### config.mk
export PLATFORM = sky130hd
export DESIGN_NAME = jesd_lane_demapper
export DESIGN_NICKNAME = d
export VERILOG_FILES = /design/src/rtl/demap_pkg.sv /design/src/rtl/demap_ctrl.sv /design/src/rtl/lane_gather.sv /design/src/rtl/frame_unpack.sv /design/src/rtl/jesd_lane_demapper.sv
export SDC_FILE = /design/constraint.sdc
export NUM_CORES = 1
export LEC_CHECK = 0
export BUFFER_PORTS_ARGS = -buffer_cell sky130_fd_sc_hd__buf_2
export CAP_MARGIN = 5
export CORE_AREA = 3 3 288 290
export DETAILED_ROUTE_END_ITERATION = 8
export DIE_AREA = 0 0 291 293
export HOLD_SLACK_MARGIN = 0.1
export PLACE_DENSITY = 0.59
export SLEW_MARGIN = 20
export SYNTH_ARGS = -nofsm -noshare
export SYNTH_HDL_FRONTEND = slang
export SYNTH_SLANG_ARGS = --single-unit
### constraint.sdc
create_clock -name clk -period 2.7 [get_ports clk]
set_input_delay 0.54 -clock clk [delete_from_list [all_inputs] [get_ports clk]]
set_output_delay 0.54 -clock clk [all_outputs]
set_load 0.01 [all_outputs]
### src/rtl/demap_pkg.sv
// Shared definitions for the lane sample demapper.
// Assumes a lane frame always spans exactly two words.
package demap_pkg;
    typedef enum logic {
        PH_FIRST  = 1'b0,
        PH_SECOND = 1'b1
    } word_phase_t;
endpackage

### src/rtl/demap_ctrl.sv
// Word-phase controller: tracks whether the current word is the first or
// second of a lane frame. It locks on the first frame_start after reset.
// Assumes a word arrives on every clock once the link is up.
module demap_ctrl
    import demap_pkg::*;
(
    input  logic clk,
    input  logic rst_n,
    input  logic frame_start,
    output logic load_first,
    output logic capture
);
    word_phase_t phase_q;
    logic        locked_q;

    // Decide whether this word opens a frame or closes one.
    always_comb begin
        load_first = frame_start || (locked_q && phase_q == PH_FIRST);
        capture    = !frame_start && locked_q && phase_q == PH_SECOND;
    end

    // Advance the phase; frame_start always forces a new boundary.
    always_ff @(posedge clk) begin
        if (!rst_n) begin
            phase_q  <= PH_FIRST;
            locked_q <= 1'b0;
        end else if (frame_start) begin
            phase_q  <= PH_SECOND;
            locked_q <= 1'b1;
        end else if (locked_q) begin
            phase_q  <= (phase_q == PH_FIRST) ? PH_SECOND : PH_FIRST;
        end
    end
endmodule

### src/rtl/lane_gather.sv
// Per-lane frame gatherer: applies the polarity correction, holds the first
// word, and joins it with the current word into one frame-ordered vector.
// The first-received octet ends up in the frame MSBs.
// Assumes WORD_W is a whole number of octets.
module lane_gather #(
    parameter int WORD_W = 32
) (
    input  logic                clk,
    input  logic                rst_n,
    input  logic [WORD_W-1:0]   word_in,
    input  logic                invert,
    input  logic                load_first,
    output logic [2*WORD_W-1:0] frame_out
);
    localparam int OCTETS  = WORD_W / 8;
    localparam int FRAME_W = 2 * WORD_W;

    logic [WORD_W-1:0] word_fix;
    logic [WORD_W-1:0] first_q;

    // Undo swapped pair polarity when configured.
    always_comb word_fix = invert ? ~word_in : word_in;

    // Hold the first word of the frame in progress.
    always_ff @(posedge clk) begin
        if (!rst_n)          first_q <= '0;
        else if (load_first) first_q <= word_fix;
    end

    // Place octets in arrival order, earliest at the top of the frame.
    for (genvar o = 0; o < OCTETS; o++) begin : g_oct
        assign frame_out[FRAME_W-1-8*o -: 8]          = first_q[8*o +: 8];
        assign frame_out[FRAME_W-1-8*(o+OCTETS) -: 8] = word_fix[8*o +: 8];
    end
endmodule

### src/rtl/frame_unpack.sv
// Frame unpacker: slices SPF samples of SMP_W bits off the top of a frame.
// The leftover low bits are the tail and are dropped.
// Assumes SPF*SMP_W <= FRAME_W.
module frame_unpack #(
    parameter int FRAME_W = 64,
    parameter int SMP_W   = 12,
    parameter int SPF     = 5
) (
    input  logic [FRAME_W-1:0]   frame_in,
    output logic [SPF*SMP_W-1:0] smp_out
);
    localparam int TAIL_W = FRAME_W - SPF * SMP_W;

    logic [TAIL_W-1:0] tail_unused;

    // The tail is taken off explicitly so that it is visibly dropped.
    assign tail_unused = frame_in[TAIL_W-1:0];

    // Sample j is taken from the MSB end of the frame, in order.
    for (genvar j = 0; j < SPF; j++) begin : g_smp
        assign smp_out[SMP_W*j +: SMP_W] = frame_in[FRAME_W-1-SMP_W*j -: SMP_W];
    end
endmodule

### src/rtl/jesd_lane_demapper.sv
// Top level: gathers a two-word frame on every lane, unpacks the samples,
// and interleaves the lanes into time order. Output n = LANES*j + k.
// Assumes the lanes are already aligned to each other and to octets.
module jesd_lane_demapper #(
    parameter int LANES  = 8,
    parameter int WORD_W = 32,
    parameter int SMP_W  = 12,
    parameter int SPF    = 5,
    localparam int FRAME_W = 2 * WORD_W,
    localparam int NSMP    = LANES * SPF,
    localparam int OUT_W   = NSMP * SMP_W
) (
    input  logic                    clk,
    input  logic                    rst_n,
    input  logic [LANES*WORD_W-1:0] lane_data,
    input  logic                    frame_start,
    input  logic [LANES-1:0]        lane_invert,
    output logic                    sample_valid,
    output logic [OUT_W-1:0]        samples
);
    logic                   load_first;
    logic                   capture;
    logic [FRAME_W-1:0]     lane_frame [LANES];
    logic [SPF*SMP_W-1:0]   lane_smp   [LANES];
    logic [OUT_W-1:0]       ordered;

    demap_ctrl u_ctrl (
        .clk         (clk),
        .rst_n       (rst_n),
        .frame_start (frame_start),
        .load_first  (load_first),
        .capture     (capture)
    );

    for (genvar k = 0; k < LANES; k++) begin : g_lane
        lane_gather #(.WORD_W(WORD_W)) u_gather (
            .clk        (clk),
            .rst_n      (rst_n),
            .word_in    (lane_data[WORD_W*k +: WORD_W]),
            .invert     (lane_invert[k]),
            .load_first (load_first),
            .frame_out  (lane_frame[k])
        );

        frame_unpack #(.FRAME_W(FRAME_W), .SMP_W(SMP_W), .SPF(SPF)) u_unpack (
            .frame_in (lane_frame[k]),
            .smp_out  (lane_smp[k])
        );

        // Sample j of lane k lands at time slot LANES*j + k.
        for (genvar j = 0; j < SPF; j++) begin : g_slot
            assign ordered[SMP_W*(LANES*j+k) +: SMP_W] = lane_smp[k][SMP_W*j +: SMP_W];
        end
    end

    // Register the ordered samples and the strobe at frame completion.
    always_ff @(posedge clk) begin
        if (!rst_n) begin
            sample_valid <= 1'b0;
            samples      <= '0;
        end else begin
            sample_valid <= capture;
            if (capture) samples <= ordered;
        end
    end
endmodule

==> results.cfg <==
[timing]
finalClockSkew_ns = 0.0270
postLayoutSetupSlackWorst_ns = 0.935
setup-violations-final = 0
tightest_slew_ns = 0.905
final-hold-violation-count = 0
rsz0062_at_grt = no
finalCriticalPeriod_ns = 1.76
setup_tns_ns = 0
drv_slew = 0
maxSlewHeadroom_pct = 39.6
post-route-period-util_pct = 65.4
fmax_mhz = 567

[logic_synthesis]
ys_types = 21
yosys_warnings = 0
synthCells = 2248
synth_area_per_cell_um2 = 11.8
syn_nets = 2515
ys_ff_latch = 739
syn_area_um2 = 26600
ys_seq_area_share_pct = 55.6

[cts]
cts_tree = yes
post_cts_buffers = 0
cts_root_buf = clkbuf_16
htree_levels = 3
clk_latency_ns = 0.62
cts.sinks = 739
ctsHoldBuffers = 0
clock_path_buffers = 3
clk_pin_slew_worst_paths_ns = 0.06
post_cts_resized = 0
cts_buffers = 80

[finish]
seqCellArea_um2 = 14800
post-route-util_pct = 41.8
n_fill_cell = 7721
nets = 3152
layout_commonest_cell = buf_2
design_area_um2 = 33700
final_cell_mix = 745 x buf_2, 739 x dfxtp_1, 256 x xnor2_1, 256 x a22o_1, 256 x o211a_1
area_delta_synth_final_pct = 26.6
multi_input_area_um2 = 10400
drive_gt1_share_pct = 31.8

[routing]
first_pass_iters = 5
drt_iter0_markers = 1149
wirelength_mm = 86.7
via_per_inst = 5.12
num_vias = 20527
antenna_left = 0
routedWlPerCell_um = 21.6
drc = 0

[setup_path]
cp-start-kind = register
path_cells = and2b_4, or2_4, buf_4, o211a_1
end_kind = register
critPathKind = register to register
cp.required_ns = 3.25
arrival_ns = 2.31
critPathMaxStageDelay_ns = 0.46
critPathTopFamily = simple AND/OR/NAND/NOR gates
cpMaxStageDelayCell = buf_4
crit_fanout = 34
path_buf_inv = 1

[placed_design]
io_buffer_count = 747
place.gp.congestion = 0.821
dp_slack_ns = 0.559
hpwlAfterDp_mm = 58.3
place_area_um2 = 31000

[floorplan]
die-height_um = 293
core_area_um2 = 80500
io_pins = 748
dieArea_um2 = 85300
die_w_um = 291
rows = 104
start_util_pct = 33.0

[global_route]
grt_pass1_vias = 20457
grt_max_degree = 146
overflow = 0
grt_pass1_wl_mm = 130
grt_usage_pct = 19.2
antenna_found_initial = 9

[pwr]
p_comb_share_pct = 9.7
p_sw_mw = 6.30
p_int_mw = 18.7
total_leakage_power_nw = 16.0
pwr-share-seq_pct = 46.8
power_density_nw_per_um2 = 743
peakVddDrop_uv = 468
p_clk_share_pct = 43.5
swShare_pct = 25.2

[min_path]
hold_path.class = input port to register

[run]
max-cap-violations = 0

[status]
status = finished, final reports clean
==> stage by stage <==
step           hold WS, ns  std cells  power [mW]
2_1_floorplan        0.450       2248        13.4
3_3_place_gp         0.440       3863        14.4
3_5_place_dp         0.441       3863        14.4
4_1_cts              0.175       4001        25.4
5_1_grt              0.213       4005        26.0
6_report             0.230       4009        25.0
==> cells in the mapped netlist <==
cell / instances / area share (%)
nor2b_1: 1 / 0.024
o21a_1: 1 / 0.028
and2b_4: 1 / 0.038
clkbuf_1: 101 / 1.4
o21ai_0: 243 / 4.6
nor2b_4: 1 / 0.052
a22o_1: 256 / 8.4
buf_1: 5 / 0.071
dfxtp_1: 739 / 56
xnor2_1: 256 / 8.4
nand2_4: 1 / 0.042
o2bb2ai_1: 224 / 7.4
or2_1: 1 / 0.024
buf_6: 37 / 1.6
and3b_4: 1 / 0.047
o211a_1: 256 / 9.6
buf_2: 84 / 1.6
o31a_1: 1 / 0.033
buf_4: 25 / 0.71
inv_4: 1 / 0.024
o21ai_1: 13 / 0.24
==> routing by layer <==
layer / share of wire, % / global-route usage, % / vias to the layer above
met1: 43 / 24.4 / 9961
met4: 3.5 / 7.33 / 4
li1: - / - / 9717
met5: 0.038 / 0 / -
met3: 6.9 / 4.87 / 163
met2: 47 / 31.6 / 682
==> final timing paths <==
kind             startpoint                        endpoint  slack, ns  cells past startpoint
max reg2reg  u_ctrl.phase_q  g_lane[5].u_gather.first_q[22]       0.94                      4
max          u_ctrl.phase_q  g_lane[5].u_gather.first_q[22]       0.94                      4
min          lane_data[174]                    samples[354]       0.23                      3
min reg2reg    samples[353]                    samples[353]       0.45                      1
==> tightest hold or removal path, stage by stage <==
cell,delay [ns]
buf_2,0.08
xnor2_1,0.07
o2bb2ai_1,0.12
==> area by class of cell <==
| type | instances | share of cell area (%) |
|---|---|---|
| Inverter | 1 | 0.0334 |
| Antenna cell | 8 | 0.0595 |
| Multi-Input combinational cell | 1256 | 30.8 |
| Tap cell | 1060 | 3.94 |
| Timing Repair Buffer | 807 | 13.4 |
| Sequential cell | 739 | 43.9 |
| Clock buffer | 113 | 6.82 |
| Clock inverter | 25 | 0.951 |
==> sequential cells by signal, indices dropped and copies added, names as in the netlist <==
name	count
sample_valid	1
u_ctrl.phase_q	1
u_ctrl.locked_q	1
g_lane.u_gather.first_q	256
samples	480
==> cell families after synthesis <==
group                  Yosys count  share of synthesized area (%)
AO/OA/AOI/OAI                  994                           30.3
flip-flops                     739                           55.6
XOR/XNOR                       256                           8.43
buffers and inverters          253                           5.37
AND/OR/NAND/NOR                  6                          0.226
==> power by group through the flow <==
| stage | Clock [mW] | Combinational, mW | Sequential (mW) |
|---|---|---|---|
| finish | 10.9 | 2.43 | 11.7 |
| global route | 11.6 | 2.65 | 11.8 |
| CTS | 11.2 | 2.47 | 11.7 |
| detailed placement | 0 | 2.45 | 11.9 |
| global placement | 0 | 2.44 | 11.9 |
| floorplan | 0 | 1.48 | 11.9 |
(Power assumes the default switching activity.)
